==> src/rtl/dvfs_gov_pkg.sv <==
package dvfs_gov_pkg;
  typedef enum logic [1:0] {
    STEP_HOLD = 2'd0,
    STEP_UP   = 2'd1,
    STEP_DOWN = 2'd2
  } step_e;
endpackage

==> src/rtl/gov_period_timer.sv <==
module gov_period_timer #(
  parameter int PER_W = 12
) (
  input  logic             clk,
  input  logic             rst_n,
  input  logic             en,
  input  logic [PER_W-1:0] period,
  output logic             tick
);
  logic [PER_W-1:0] cnt;

  // last count value of a period; zero period behaves as one
  function automatic logic [PER_W-1:0] last_count(input logic [PER_W-1:0] p);
    return (p == '0) ? '0 : p - PER_W'(1);
  endfunction

  logic [PER_W-1:0] cnt_end;
  assign cnt_end = last_count(period);
  assign tick    = en && (cnt >= cnt_end);

  always_ff @(posedge clk) begin
    if (!rst_n || !en) cnt <= '0;
    else if (tick)     cnt <= '0;
    else               cnt <= cnt + PER_W'(1);
  end


  tick_spacing_chk: assert property (@(posedge clk) disable iff (!rst_n)
    (tick && period > PER_W'(1)) |=> (!tick || period != $past(period)));


  tick_needs_en_chk: assert property (@(posedge clk) disable iff (!rst_n)
    (!en) |=> (cnt == '0));
endmodule

==> src/rtl/gov_step_decide.sv <==
module gov_step_decide
  import dvfs_gov_pkg::*;
#(
  parameter int OCC_W = 8
) (
  input  logic [OCC_W-1:0] boq_fill,
  input  logic [OCC_W-1:0] lvq_fill,
  input  logic [OCC_W-1:0] thr_hi,
  input  logic [OCC_W-1:0] thr_lo,
  output logic             over_hi,
  output logic             under_lo,
  output step_e            step
);
  assign over_hi  = (boq_fill > thr_hi) || (lvq_fill > thr_hi);
  assign under_lo = (boq_fill < thr_lo) || (lvq_fill < thr_lo);

  always_comb begin
    if (over_hi)       step = STEP_UP;
    else if (under_lo) step = STEP_DOWN;
    else               step = STEP_HOLD;
  end
endmodule

==> src/rtl/gov_level_reg.sv <==
module gov_level_reg
  import dvfs_gov_pkg::*;
#(
  parameter int LVL_W = 3
) (
  input  logic             clk,
  input  logic             rst_n,
  input  logic             en,
  input  logic             tick,
  input  step_e            step,
  input  logic [LVL_W-1:0] lvl_min,
  input  logic [LVL_W-1:0] lvl_max,
  output logic [LVL_W-1:0] level,
  output logic             level_chg
);
  function automatic logic [LVL_W-1:0] apply_step(
    input logic [LVL_W-1:0] cur, input step_e st,
    input logic [LVL_W-1:0] mn, input logic [LVL_W-1:0] mx);
    logic [LVL_W-1:0] r;
    r = cur;
    if (st == STEP_UP && cur < mx)        r = cur + LVL_W'(1);
    else if (st == STEP_DOWN && cur > mn) r = cur - LVL_W'(1);
    if (r > mx) r = mx;
    if (r < mn) r = mn;
    return r;
  endfunction

  logic [LVL_W-1:0] lvl_nxt;

  always_comb begin
    if (!en)       lvl_nxt = lvl_max;
    else if (tick) lvl_nxt = apply_step(level, step, lvl_min, lvl_max);
    else           lvl_nxt = level;
  end

  always_ff @(posedge clk) begin
    if (!rst_n) begin
      level     <= lvl_max;
      level_chg <= 1'b0;
    end else begin
      level     <= lvl_nxt;
      level_chg <= (lvl_nxt != level);
    end
  end


  hold_between_ticks_chk: assert property (@(posedge clk) disable iff (!rst_n)
    (en && !tick) |=> (level == $past(level)));


  strobe_match_chk: assert property (@(posedge clk) disable iff (!rst_n)
    level_chg == (level != $past(level)));


  disabled_max_chk: assert property (@(posedge clk) disable iff (!rst_n)
    (!en) |=> (level == $past(lvl_max)));


  in_range_chk: assert property (@(posedge clk) disable iff (!rst_n)
    (en && tick && lvl_min <= lvl_max) |=>
      (level <= $past(lvl_max) && level >= $past(lvl_min)));
endmodule

==> src/rtl/rcore_dvfs_gov.sv <==
module rcore_dvfs_gov
  import dvfs_gov_pkg::*;
#(
  parameter int OCC_W = 8,
  parameter int PER_W = 12,
  parameter int LVL_W = 3
) (
  input  logic             clk,
  input  logic             rst_n,
  input  logic             en,
  input  logic [OCC_W-1:0] boq_fill,
  input  logic [OCC_W-1:0] lvq_fill,
  input  logic [OCC_W-1:0] thr_hi,
  input  logic [OCC_W-1:0] thr_lo,
  input  logic [PER_W-1:0] period,
  input  logic [LVL_W-1:0] lvl_min,
  input  logic [LVL_W-1:0] lvl_max,
  output logic [LVL_W-1:0] level,
  output logic             level_chg
);
  logic  tick;
  logic  over_hi;
  logic  under_lo;
  step_e step;

  gov_period_timer #(.PER_W(PER_W)) u_timer (
    .clk(clk), .rst_n(rst_n), .en(en), .period(period), .tick(tick));

  gov_step_decide #(.OCC_W(OCC_W)) u_decide (
    .boq_fill(boq_fill), .lvq_fill(lvq_fill), .thr_hi(thr_hi), .thr_lo(thr_lo),
    .over_hi(over_hi), .under_lo(under_lo), .step(step));

  gov_level_reg #(.LVL_W(LVL_W)) u_level (
    .clk(clk), .rst_n(rst_n), .en(en), .tick(tick), .step(step),
    .lvl_min(lvl_min), .lvl_max(lvl_max), .level(level), .level_chg(level_chg));


  up_priority_chk: assert property (@(posedge clk) disable iff (!rst_n)
    (en && tick && over_hi && level < lvl_max && level >= lvl_min) |=>
      (level == $past(level) + LVL_W'(1)));


  down_step_chk: assert property (@(posedge clk) disable iff (!rst_n)
    (en && tick && !over_hi && under_lo && level > lvl_min && level <= lvl_max) |=>
      (level == $past(level) - LVL_W'(1)));
endmodule

==> config.mk <==
export PLATFORM = sky130hd
export DESIGN_NAME = rcore_dvfs_gov
export DESIGN_NICKNAME = d
export VERILOG_FILES = /design/src/rtl/dvfs_gov_pkg.sv /design/src/rtl/gov_period_timer.sv /design/src/rtl/gov_step_decide.sv /design/src/rtl/gov_level_reg.sv /design/src/rtl/rcore_dvfs_gov.sv
export SDC_FILE = /design/constraint.sdc
export NUM_CORES = 1
export LEC_CHECK = 0
export ABC_AREA = 1
export BUFFER_PORTS_ARGS = -buffer_cell sky130_fd_sc_hd__buf_2
export CAP_MARGIN = 20
export CORE_ASPECT_RATIO = 0.5
export CORE_UTILIZATION = 40
export DETAILED_ROUTE_END_ITERATION = 10
export GPL_ROUTABILITY_DRIVEN = 0
export PLACE_DENSITY = 0.64
export SLEW_MARGIN = 20
export SYNTH_ARGS = -nofsm -noshare
export SYNTH_HDL_FRONTEND = slang
export SYNTH_HIERARCHICAL = 1
export SYNTH_SLANG_ARGS = --single-unit
==> constraint.sdc <==
create_clock -name clk -period 4.9 [get_ports clk]
set_clock_uncertainty 0.05 [all_clocks]
set_input_delay 0.245 -clock clk [delete_from_list [all_inputs] [get_ports clk]]
set_output_delay 0.245 -clock clk [all_outputs]
set_load 0.1 [all_outputs]
==> insert_results.sql, run 1 <==
INSERT INTO impl_metrics (metric_group, metric, value, unit) VALUES
('die', 'io_pins', '57', ''),
('die', 'row_count', '20', ''),
('setup_path', 'timing.reg2reg.worst_path_depth', '25', ''),
('synth', 'synth_area', '2660', 'µm²'),
('finish', 'finish.utilization', '0.501', ''),
('routing', 'dr.pass1.iters', '4', ''),
('setup_path', 'critPathMostFrequentCell', 'sky130_fd_sc_hd__nand2_1', ''),
('clocking', 'clock_tree.htree_level_count', '1', ''),
('flow_run', 'drv_cap', '0', ''),
('setup_path', 'reg2reg_setup_slack', '1110', 'ps'),
('die', 'dieWidth', '117', 'µm'),
('die', 'die_area', '7000', 'µm²'),
('setup_path', 'crit_path_start_kind', 'primary input', ''),
('synth', 'synth_top_area_cell', 'sky130_fd_sc_hd__ha_1', ''),
('synth', 'synth-simple-area-share', '0.356', ''),
('sta', 'finalHoldViolations', '0', ''),
('placed_design', 'port-buffer-count', '56', ''),
('routing', 'routed-via-count', '2520', ''),
('sta', 'rsz0062_at_grt', 'no', ''),
('sta', 'final.setup.tns', '0', 'ps'),
('setup_path', 'crit_required', '4990', 'ps'),
('sta', 'period_minus_slack', '3980', 'ps'),
('synth', 'synth_mux_area_frac', '0', ''),
('synth', 'netlist.area_leader.share', '0.273', ''),
('synth', 'yosys_warnings', '6', ''),
('synth', 'synth-compound-area-share', '0.0880', ''),
('routing', 'drt.antenna.violating_nets', '0', ''),
('clocking', 'path_clk_slew', '50', 'ps'),
('setup_path', 'critical_path_peak_fanout', '5', ''),
('sta', 'number_of_slew_limit_violations_in_the_final_report', '0', ''),
('run_status', 'run_status', 'complete, no violations', ''),
('synth', 'netlist_top_cells_area', 'sky130_fd_sc_hd__ha_1 27%, sky130_fd_sc_hd__nand2_1 16%, sky130_fd_sc_hd__dfxtp_1 12%', ''),
('setup_path', 'worst_r2r_startpoint', 'u_level/level[0]', ''),
('setup_path', 'critical_path.reg2reg.endpoint', 'u_level/level_chg', ''),
('setup_path', 'timing.critical_path.arrival', '4070', 'ps'),
('sta', 'final-setup-viol-count', '0', ''),
('synth', 'post_synth_num_cell_types', '35', ''),
('finish', 'antenna-diode-count', '0', ''),
('clocking', 'tritoncts', 'done', ''),
('synth', 'synthesized_area_fraction_occupied_by_adder_cells', '0.273', ''),
('clocking', 'cts_post_setup_buffers_inserted', '0', ''),
('routing', 'post_drt_wl_per_cell', '9.78', 'µm'),
('worst_hold_path', 'path_category_of_the_worst_min_delay_check', 'in2reg', ''),
('sta', 'slew_headroom', '0.678', ''),
('setup_path', 'timing.critical_path.slowest_cell_delay', '290', 'ps'),
('power_and_ir_drop', 'power.ir.vdd_worst', '0.113', 'mV'),
('setup_path', 'critical-path-top-delay-family', 'simple AND/OR/NAND/NOR gates', ''),
('grt', 'grtUsageTotal', '0.168', ''),
('synth', 'combinational_family_with_the_most_area_after_synthesis', 'simple AND/OR/NAND/NOR gates', ''),
('setup_path', 'critical_path.slowest_cell', 'sky130_fd_sc_hd__ha_1', ''),
('power_and_ir_drop', 'p_per_area', '194', 'nW/µm²'),
('sta', 'whs', '185', 'ps'),
('setup_path', 'timing.critical_path.buf_inv', '4', ''),
('routing', 'route.detailed.vias_per_inst', '4.55', ''),
('clocking', 'tritoncts.num_buffers', '3', ''),
('synth', 'ys_seq_elements', '16', ''),
('synth', 'synth_nets', '519', ''),
('sta', 'worst_pin_slew', '486', 'ps'),
('routing', 'drc', '0', ''),
('setup_path', 'crit_path_end_kind', 'flip-flop', ''),
('synth', 'synth_edf_count', '0', ''),
('grt', 'wire_length_of_the_first_global_routing_pass', '9.62', 'mm'),
('routing', 'drt_wl_total', '5.42', 'mm'),
('grt', 'grt_max_degree', '13', ''),
('die', 'starting_density_of_the_core', '0.427', ''),
('worst_hold_path', 'holdPathEnd', 'u_level/level[1]', ''),
('routing', 'drt-initial-drc-count', '74', ''),
('setup_path', 'critical_setup_path_kind', 'in2reg', ''),
('finish', 'area_growth_syn_to_layout', '17.3', '%'),
('placed_design', 'detailed_place_hpwl', '4.67', 'mm'),
('worst_hold_path', 'worstHoldPathCells', '2', '');
[power by group]
group	internal (W)	total (W)	switching, W
registers	0.000135	0.000141	0.00000639
clock network	0.000124	0.000178	0.0000534
logic	0.000112	0.000288	0.000176
[through the flow]
| stage | instances | setup slack, ps | total power [W] | area [µm²] |
|---|---|---|---|---|
| finish | 554 | 919 | 0.000606 | 3120 |
| global route | 554 | 416 | 0.000662 | 3120 |
| CTS | 554 | 912 | 0.000611 | 3120 |
| detailed placement | 550 | 665 | 0.000432 | 3030 |
| global placement | 550 | 688 | 0.000431 | 3030 |
| floorplan | 408 | 738 | 0.000363 | 2660 |
[cells by family after synthesis]
group,after synthesis
and+or+nand+nor,205
xor gates and xnor gates,17
AOI/OAI and AO/OA,39
buffers and inverters,73
adders and majority gates,58
DFF,16
[cell type report]
cell class              instances  area, µm²
fillers                       652       3110
multi-input cells             319       2050
flip-flops and latches         16        320
repair buffers                 56        280
inverters                      71        267
well taps                      88        110
clock buffers                   4       88.8
[synthesized netlist by cell type, types with 2 or more instances]
cell                       number
sky130_fd_sc_hd__nand2_1      110
sky130_fd_sc_hd__a21oi_2        3
sky130_fd_sc_hd__ha_1          58
sky130_fd_sc_hd__nor2_2         6
sky130_fd_sc_hd__and2_1         2
sky130_fd_sc_hd__o211ai_1       2
sky130_fd_sc_hd__xor2_1        14
sky130_fd_sc_hd__nor3_1         2
sky130_fd_sc_hd__nor2_1        35
sky130_fd_sc_hd__o21bai_1       2
sky130_fd_sc_hd__inv_1         62
sky130_fd_sc_hd__o21ai_0        7
sky130_fd_sc_hd__a21oi_1       18
sky130_fd_sc_hd__nand4_1        4
sky130_fd_sc_hd__o21a_1         3
sky130_fd_sc_hd__nand3_1       28
sky130_fd_sc_hd__nand2_2        5
sky130_fd_sc_hd__inv_2          9
sky130_fd_sc_hd__nand3_2        4
sky130_fd_sc_hd__xnor2_1        3
sky130_fd_sc_hd__dfxtp_1       16
sky130_fd_sc_hd__nor3_2         2
[layout by cell type, fill, tap and decap left out, drive strengths merged]
cell type,count
a21boi,1
nand4,4
ha,58
o21ai,8
o21a,3
dfxtp,16
buf,56
o21bai,2
nand2,115
a21oi,21
nor3,5
nor2,42
a31oi,1
xor2,14
xnor2,3
nand3b,2
o211ai,2
or2,2
a21o,1
and2,2
inv,71
clkbuf,4
nand3,33
[worst register-to-register path, cell delays in order (launching register included)]
cell	delay [ps]
sky130_fd_sc_hd__dfxtp_1	480
sky130_fd_sc_hd__inv_2	130
sky130_fd_sc_hd__ha_1	290
sky130_fd_sc_hd__nand3_1	80
sky130_fd_sc_hd__nand2_1	50
sky130_fd_sc_hd__inv_1	40
sky130_fd_sc_hd__nand2_1	90
sky130_fd_sc_hd__nand2_1	90
sky130_fd_sc_hd__o21ai_0	70
sky130_fd_sc_hd__a21oi_1	150
sky130_fd_sc_hd__xor2_1	210
sky130_fd_sc_hd__ha_1	290
sky130_fd_sc_hd__a21oi_1	180
sky130_fd_sc_hd__o21ai_2	100
sky130_fd_sc_hd__o21a_1	210
sky130_fd_sc_hd__ha_1	290
sky130_fd_sc_hd__a21oi_1	230
sky130_fd_sc_hd__nand2_1	100
sky130_fd_sc_hd__nand2_1	70
sky130_fd_sc_hd__nand3_1	60
sky130_fd_sc_hd__nand2_1	100
sky130_fd_sc_hd__nand2_1	70
sky130_fd_sc_hd__nand2_1	60
sky130_fd_sc_hd__nand2_1	50
sky130_fd_sc_hd__nor2_1	100
sky130_fd_sc_hd__nor2_1	40
[registers in the layout (all words and copies together), names as in the netlist]
register / flops
u_level/level: 3
u_level/level_chg: 1
u_timer/cnt: 12
[routing by layer]
| layer | share of wire | global-route usage | wire length (µm) | up-vias |
|---|---|---|---|---|
| met5 | 0 | 0 | 0 | - |
| met4 | 0.015 | 0.0649 | 81 | 0 |
| met3 | 0.037 | 0.0191 | 201 | 7 |
| met2 | 0.44 | 0.324 | 2410 | 60 |
| met1 | 0.50 | 0.198 | 2730 | 1033 |
| li1 | - | - | - | 1420 |
[how the worst max path moves through the flow]
stage | cells after the start | start | slack (ps) | endpoint
after global placement | 33 | boq_fill[5] | 690 | u_level/level_chg
after CTS | 34 | lvq_fill[7] | 910 | u_level/level_chg
final | 33 | thr_hi[6] | 920 | u_level/level_chg
after global routing | 33 | thr_hi[6] | 420 | u_level/level_chg
after detailed placement | 34 | lvq_fill[7] | 670 | u_level/level_chg
after floorplan | 22 | u_level/level[2] | 740 | u_level/level_chg
No activity file was read; power rests on OpenSTA's default activity.
==> run 2: changes to the inputs <==
- PLACE_DENSITY: 0.64 -> 0.66
- clock period: 4.9 -> 3.3 ns (I/O delays scaled with it)
==> insert_results.sql, run 2 (synthesized netlist as in run 1, its figures left out) <==
INSERT INTO impl_metrics (metric_group, metric, value, unit) VALUES
('sta', 'final.setup.tns', '-1120', 'ps'),
('sta', 'worst_pin_slew', '487', 'ps'),
('die', 'die_area', '7000', 'µm²'),
('sta', 'final-setup-viol-count', '3', ''),
('grt', 'antenna_violations_before_repair', '0', ''),
('setup_path', 'critical_setup_path_kind', 'in2reg', ''),
('run_status', 'violated_checks', 'negative setup slack', ''),
('die', 'starting_density_of_the_core', '0.427', ''),
('placed_design', 'port-buffer-count', '56', ''),
('die', 'placeableCoreArea', '6230', 'µm²'),
('routing', 'dr.pass1.iters', '4', ''),
('finish', 'mostFrequentLayoutCell', 'sky130_fd_sc_hd__nand2_1', ''),
('sta', 'number_of_slew_limit_violations_in_the_final_report', '0', ''),
('grt', 'first_global_vias', '2696', ''),
('die', 'die_y', '59.7', 'µm'),
('finish', 'layout_top_registers', 'u_timer/cnt x12, u_level/level x3, u_level/level_chg x1', ''),
('sta', 'worst_slack', '-444', 'ps'),
('routing', 'post_drt_wl_per_cell', '11.0', 'µm'),
('clocking', 'cts-hold-fix-buffers', '0', ''),
('run_status', 'run_status', 'finished, violations left', ''),
('routing', 'route.detailed.vias_per_inst', '4.73', ''),
('finish', 'largest_register_ffs', '12', ''),
('clocking', 'tritoncts', 'done', ''),
('clocking', 'clock_latency', '240', 'ps'),
('sta', 'fmax', '0.267', 'GHz'),
('power_and_ir_drop', 'power.leakage', '1.99', 'nW'),
('sta', 'slew_headroom', '0.677', ''),
('routing', 'drt_wl_total', '6.43', 'mm'),
('sta', 'finalHoldViolations', '0', ''),
('setup_path', 'crit_path_start_kind', 'primary input', ''),
('placed_design', 'detailed_place_hpwl', '5.06', 'mm'),
('power_and_ir_drop', 'p_per_area', '288', 'nW/µm²'),
('grt', 'wire_length_of_the_first_global_routing_pass', '10.8', 'mm'),
('setup_path', 'crit_path_end_kind', 'flip-flop', ''),
('die', 'dieWidth', '117', 'µm'),
('clocking', 'numClockSinks', '16', ''),
('routing', 'drt.antenna.violating_nets', '0', ''),
('clocking', 'ctsLongestPathBuffers', '2', ''),
('finish', 'share_of_final_layout_standard_cells_stronger_than_drive_strength_1', '0.425', ''),
('setup_path', 'timing.critical_path.slowest_cell_delay', '320', 'ps'),
('finish', 'largest-register', 'u_timer/cnt', ''),
('finish', 'most-common-layout-cells', '93 x sky130_fd_sc_hd__nand2_1, 46 x sky130_fd_sc_hd__buf_2, 45 x sky130_fd_sc_hd__inv_1, 31 x sky130_fd_sc_hd__ha_1, 30 x sky130_fd_sc_hd__buf_4', ''),
('routing', 'drc', '0', ''),
('clocking', 'path_clk_slew', '50', 'ps'),
('die', 'row_count', '20', ''),
('setup_path', 'reg2reg_setup_slack', '-250', 'ps'),
('grt', 'grt_max_degree', '13', ''),
('setup_path', 'critPathMostFrequentCell', 'sky130_fd_sc_hd__nand2_2', ''),
('setup_path', 'critical_path.slowest_cell', 'sky130_fd_sc_hd__ha_2', ''),
('sta', 'timing.final.crit_share', '1.13', ''),
('sta', 'whs', '95.7', 'ps'),
('sta', 'rsz0062_at_grt', 'yes', ''),
('finish', 'area_growth_syn_to_layout', '49.2', '%'),
('sta', 'period_minus_slack', '3740', 'ps'),
('worst_hold_path', 'path_category_of_the_worst_min_delay_check', 'in2reg', ''),
('grt', 'grt_overflow_total', '0', ''),
('clocking', 'root_buffer_cell', 'sky130_fd_sc_hd__clkbuf_16', ''),
('power_and_ir_drop', 'power.ir.vdd_worst', '0.142', 'mV'),
('flow_run', 'drv_cap', '0', ''),
('die', 'io_pins', '57', ''),
('routing', 'drt-initial-drc-count', '59', ''),
('setup_path', 'timing.critical_path.arrival', '3830', 'ps'),
('clocking', 'tritoncts.num_buffers', '3', ''),
('finish', 'antenna-diode-count', '0', ''),
('clocking', 'clock_tree.htree_level_count', '1', ''),
('setup_path', 'critical_path_peak_fanout', '4', ''),
('finish', 'nets', '611', ''),
('setup_path', 'crit_required', '3380', 'ps'),
('routing', 'routed-via-count', '2777', ''),
('grt', 'grtUsageTotal', '0.186', '');
[run 2: changes by cell type in the layout (fill, tap and decap cells not counted), sizes merged]
cell and delta:
buf +33
[run 2: worst paths after layout]
path / start / endpoint / depth (start not counted)
hold / removal: rst_n / u_level/level[1] / 2
setup / recovery: thr_lo[5] / u_level/level_chg / 38
setup reg to reg: u_level/level[2] / u_level/level_chg / 29
hold reg to reg: u_timer/cnt[0] / u_timer/cnt[0] / 1
[run 2: per-layer routing]
layer / track usage / up-vias / wire length [µm]
met5: 0 / - / 0
met4: 0.0705 / 0 / 131
met3: 0.0143 / 13 / 221
met2: 0.376 / 57 / 3170
met1: 0.212 / 1219 / 2910
li1: - / 1488 / -
[run 2: final cells by class]
type                            instances  area, µm²
Tap cell                               88        110
Sequential cell                        16        332
Inverter                               71        309
Timing Repair Buffer                   89        606
Multi-Input combinational cell        319       2520
Fill cell                             547       2260
Clock buffer                            4       88.8
[run 2: where the power goes]
part	switching, W	internal [W]
combinational	0.000360	0.000325
clock	0.0000702	0.000184
sequential	0.00000615	0.000200
[run 2: repair_timing]
action                                  in CTS  in global routing
pin swaps                                   27                 37
endpoints found under the setup margin       3                  4
buffers inserted                             9                  1
hold endpoints to repair                     0                  0
gates resized for setup                     47                 41
[run 2: stage by stage]
step / power [W] / util / instance area (µm²) / setup WS [ps] / std cells
final: 0.00114 / 0.637 / 3970 / -444 / 587
after global routing: 0.00124 / 0.637 / 3970 / -734 / 587
after global placement: 0.000741 / 0.551 / 3430 / -615 / 573
after floorplan: 0.000575 / - / 2890 / -264 / 408
after detailed placement: 0.000746 / 0.551 / 3430 / -697 / 573
after CTS: 0.00110 / 0.613 / 3820 / -354 / 586
[run 2: critical path: cells and delay by family]
kind | cells | cell delay (ps)
compound gates | 1 | 160
fa+ha+maj | 3 | 810
buf+inv | 10 | 960
simple gates | 24 | 1710
==> run 3: changes to the inputs <==
- PLACE_DENSITY: 0.66 -> 0.67
- SETUP_SLACK_MARGIN: not set -> 0.2
- SYNTH_HIERARCHICAL: 1 -> not set
==> insert_results.sql, run 3 <==
INSERT INTO impl_metrics (metric_group, metric, value, unit) VALUES
('run_status', 'run_status', 'finished, violations left', ''),
('run_status', 'violated_checks', 'design-rule violations, negative setup slack', ''),
('routing', 'drt.antenna.violating_nets', '0', ''),
('sta', 'timing.final.crit_share', '1.08', ''),
('die', 'starting_density_of_the_core', '0.430', ''),
('sta', 'worst_pin_slew', '486', 'ps'),
('finish', 'largest-register', 'u_timer.cnt', ''),
('flow_run', 'drv_cap', '0', ''),
('synth', 'netlist_top_cells_area', 'sky130_fd_sc_hd__ha_1 29%, sky130_fd_sc_hd__dfxtp_1 13%, sky130_fd_sc_hd__nand2_1 13%', ''),
('power_and_ir_drop', 'power.leakage', '1.84', 'nW'),
('sta', 'whs', '138', 'ps'),
('sta', 'number_of_slew_limit_violations_in_the_final_report', '0', ''),
('finish', 'largest_register_ffs', '12', ''),
('setup_path', 'crit_path_end_kind', 'flip-flop', ''),
('routing', 'routed-via-count', '2548', ''),
('clocking', 'ctsLongestPathBuffers', '2', ''),
('finish', 'nets', '582', ''),
('setup_path', 'crit_path_start_kind', 'flip-flop', ''),
('clocking', 'cts-hold-fix-buffers', '0', ''),
('synth', 'synth_nets', '480', ''),
('setup_path', 'timing.critical_path.arrival', '3630', 'ps'),
('die', 'die_y', '57.2', 'µm'),
('placed_design', 'numPlacedInstances', '532', ''),
('clocking', 'path_clk_slew', '50', 'ps'),
('grt', 'first_global_vias', '2437', ''),
('routing', 'route.detailed.vias_per_inst', '4.68', ''),
('power_and_ir_drop', 'clock_power_share', '0.225', ''),
('clocking', 'clock_tree.htree_level_count', '1', ''),
('placed_design', 'port-buffer-count', '56', ''),
('finish', 'area_growth_syn_to_layout', '35.3', '%'),
('setup_path', 'crit_required', '3380', 'ps'),
('power_and_ir_drop', 'net-switching-power', '0.000389', 'W'),
('clocking', 'tritoncts', 'done', ''),
('sta', 'period_minus_slack', '3550', 'ps'),
('synth', 'post_synth_num_cell_types', '28', ''),
('finish', 'most-common-layout-cells', '81 x sky130_fd_sc_hd__nand2_1, 56 x sky130_fd_sc_hd__buf_2, 55 x sky130_fd_sc_hd__inv_1, 54 x sky130_fd_sc_hd__ha_1, 43 x sky130_fd_sc_hd__buf_4', ''),
('grt', 'wire_length_of_the_first_global_routing_pass', '9.72', 'mm'),
('synth', 'synthesized_area_per_cell', '6.58', 'µm²'),
('power_and_ir_drop', 'power.ir.vdd_worst', '0.149', 'mV'),
('setup_path', 'critical_path_peak_fanout', '3', ''),
('power_and_ir_drop', 'power_frac_seq', '0.196', ''),
('setup_path', 'timing.critical_path.slowest_cell_delay', '350', 'ps'),
('die', 'row_count', '19', ''),
('power_and_ir_drop', 'p_comb_frac', '0.579', ''),
('power_and_ir_drop', 'p_per_area', '319', 'nW/µm²'),
('synth', 'synth_area', '2430', 'µm²'),
('synth', 'synth_top_area_cell', 'sky130_fd_sc_hd__ha_1', ''),
('grt', 'grtUsageTotal', '0.183', ''),
('placed_design', 'detailed_place_hpwl', '4.76', 'mm'),
('synth', 'ys_seq_elements', '16', ''),
('clocking', 'numClockSinks', '16', ''),
('grt', 'grt_max_degree', '13', ''),
('sta', 'worst_slack', '-251', 'ps'),
('die', 'dieWidth', '112', 'µm'),
('die', 'placeableCoreArea', '5660', 'µm²'),
('setup_path', 'critical_setup_path_kind', 'reg2reg', ''),
('routing', 'dr.pass1.iters', '7', ''),
('power_and_ir_drop', 'power.switching_fraction', '0.371', ''),
('clocking', 'root_buffer_cell', 'sky130_fd_sc_hd__clkbuf_16', ''),
('sta', 'rsz0062_at_grt', 'yes', ''),
('grt', 'grt_overflow_total', '0', ''),
('routing', 'post_drt_wl_per_cell', '10.1', 'µm'),
('setup_path', 'critical_path.slowest_cell', 'sky130_fd_sc_hd__dfxtp_4', ''),
('finish', 'antenna-diode-count', '0', ''),
('sta', 'final.setup.tns', '-555', 'ps'),
('synth', 'netlist.area_leader.share', '0.293', ''),
('worst_hold_path', 'path_category_of_the_worst_min_delay_check', 'in2reg', ''),
('synth', 'synthesis.instances', '370', ''),
('synth', 'synth_top_flop_cell', 'sky130_fd_sc_hd__dfxtp_1', ''),
('finish', 'share_of_final_layout_standard_cells_stronger_than_drive_strength_1', '0.301', ''),
('power_and_ir_drop', 'internal_power', '0.000659', 'W'),
('grt', 'antenna_violations_before_repair', '0', ''),
('finish', 'layout_top_registers', 'u_timer.cnt x12, u_level.level x3, u_level.level_chg x1', ''),
('clocking', 'tritoncts.num_buffers', '3', ''),
('routing', 'drt_wl_total', '5.47', 'mm'),
('synth', 'synth_edf_count', '0', ''),
('routing', 'drt-initial-drc-count', '28', ''),
('synth', 'asyncSetResetFlopFracSynth', '0', ''),
('die', 'io_pins', '57', ''),
('sta', 'finalHoldViolations', '0', ''),
('die', 'die_area', '6420', 'µm²'),
('synth', 'yosys_warnings', '0', ''),
('sta', 'final-setup-viol-count', '3', ''),
('clocking', 'clock_latency', '240', 'ps'),
('routing', 'drc', '3', ''),
('synth', 'yosysMostFrequentCell', 'sky130_fd_sc_hd__nand2_1', ''),
('finish', 'layoutNonFillerInstCount', '544', ''),
('sta', 'slew_headroom', '0.678', ''),
('sta', 'fmax', '0.282', 'GHz'),
('finish', 'mostFrequentLayoutCell', 'sky130_fd_sc_hd__nand2_1', ''),
('synth', 'synth_top_cells_by_count', '83 x sky130_fd_sc_hd__nand2_1, 58 x sky130_fd_sc_hd__inv_1, 57 x sky130_fd_sc_hd__ha_1', ''),
('synth', 'synth-seq-area-share', '0.132', '');
run 3: cell types whose count changed after synthesis, moves of 4 or more:
cell	previous run	this run
sky130_fd_sc_hd__inv_1	62	58
sky130_fd_sc_hd__inv_2	9	3
sky130_fd_sc_hd__or2_2	1	5
sky130_fd_sc_hd__a21oi_1	18	22
sky130_fd_sc_hd__nand2_1	110	83
sky130_fd_sc_hd__xor2_1	14	10
sky130_fd_sc_hd__nor3_1	2	6
sky130_fd_sc_hd__nor2_2	6	2
sky130_fd_sc_hd__nand3_1	28	21
run 3: metrics by stage:
step	total power (W)	area (µm²)	util	setup slack, ps
final	0.00105	3290	0.582	-251
after detailed placement	0.000729	3120	0.551	-395
after CTS	0.00102	3260	0.576	-171
after floorplan	0.000543	2490	-	-219
after global placement	0.000721	3120	0.551	-367
after global routing	0.00114	3290	0.582	-603
run 3: worst paths after layout:
kind,start,to,slack (ps),cells past startpoint
worst max-delay path,u_level.level[1],u_level.level_chg,-250,29
worst min-delay path,lvl_max[0],u_level.level[0],140,3
worst max register to register,u_level.level[1],u_level.level_chg,-250,29
worst min register to register,u_timer.cnt[0],u_timer.cnt[0],440,1
run 3: logic make-up after synthesis:
| family | Yosys count | share of synthesized area |
|---|---|---|
| flip-flops | 16 | 0.132 |
| buffers and inverters | 63 | 0.0972 |
| XOR/XNOR | 14 | 0.0504 |
| AND/OR/NAND/NOR | 173 | 0.320 |
| adder cells (fa/ha/maj) | 57 | 0.293 |
| AO/OA/AOI/OAI | 47 | 0.108 |
run 3: cell type report:
cell class                 instances  area (µm²)
inverter                          61         231
tap                               73        91.3
multi-input combinational        291        1960
clock buffer                       4        78.8
timing repair buffer              99         603
fill                             562        2370
sequential                        16         332
run 3: per-layer routing:
metal | GRT usage | wire length (µm) | vias to the layer above
met5 | 0 | 0 | -
met1 | 0.218 | 2690 | 1077
met4 | 0.0457 | 41 | 0
li1 | - | - | 1420
met3 | 0.00956 | 139 | 4
met2 | 0.365 | 2610 | 47
run 3: repair_timing:
item	4_1_cts	5_1_grt
resized for setup	6	3
pin swaps	6	5
setup buffers	4	4
setup endpoints to repair	3	16
run 3: power groups by stage:
stage | Clock, W | Sequential, W | Combinational, W
3_5_place_dp | 0 | 0.000209 | 0.000520
5_1_grt | 0.000250 | 0.000206 | 0.000681
6_report | 0.000236 | 0.000205 | 0.000608
4_1_cts | 0.000240 | 0.000206 | 0.000576
2_1_floorplan | 0 | 0.000246 | 0.000297
3_3_place_gp | 0 | 0.000209 | 0.000512
run 3: worst max-delay path, delay by kind of cell (launching register included):
family,cells,cell delay (ps)
flops,1,350
xor+xnor,1,240
fa+ha+maj,3,850
simple gates,15,960
buf+inv,3,230
compound gates,7,760
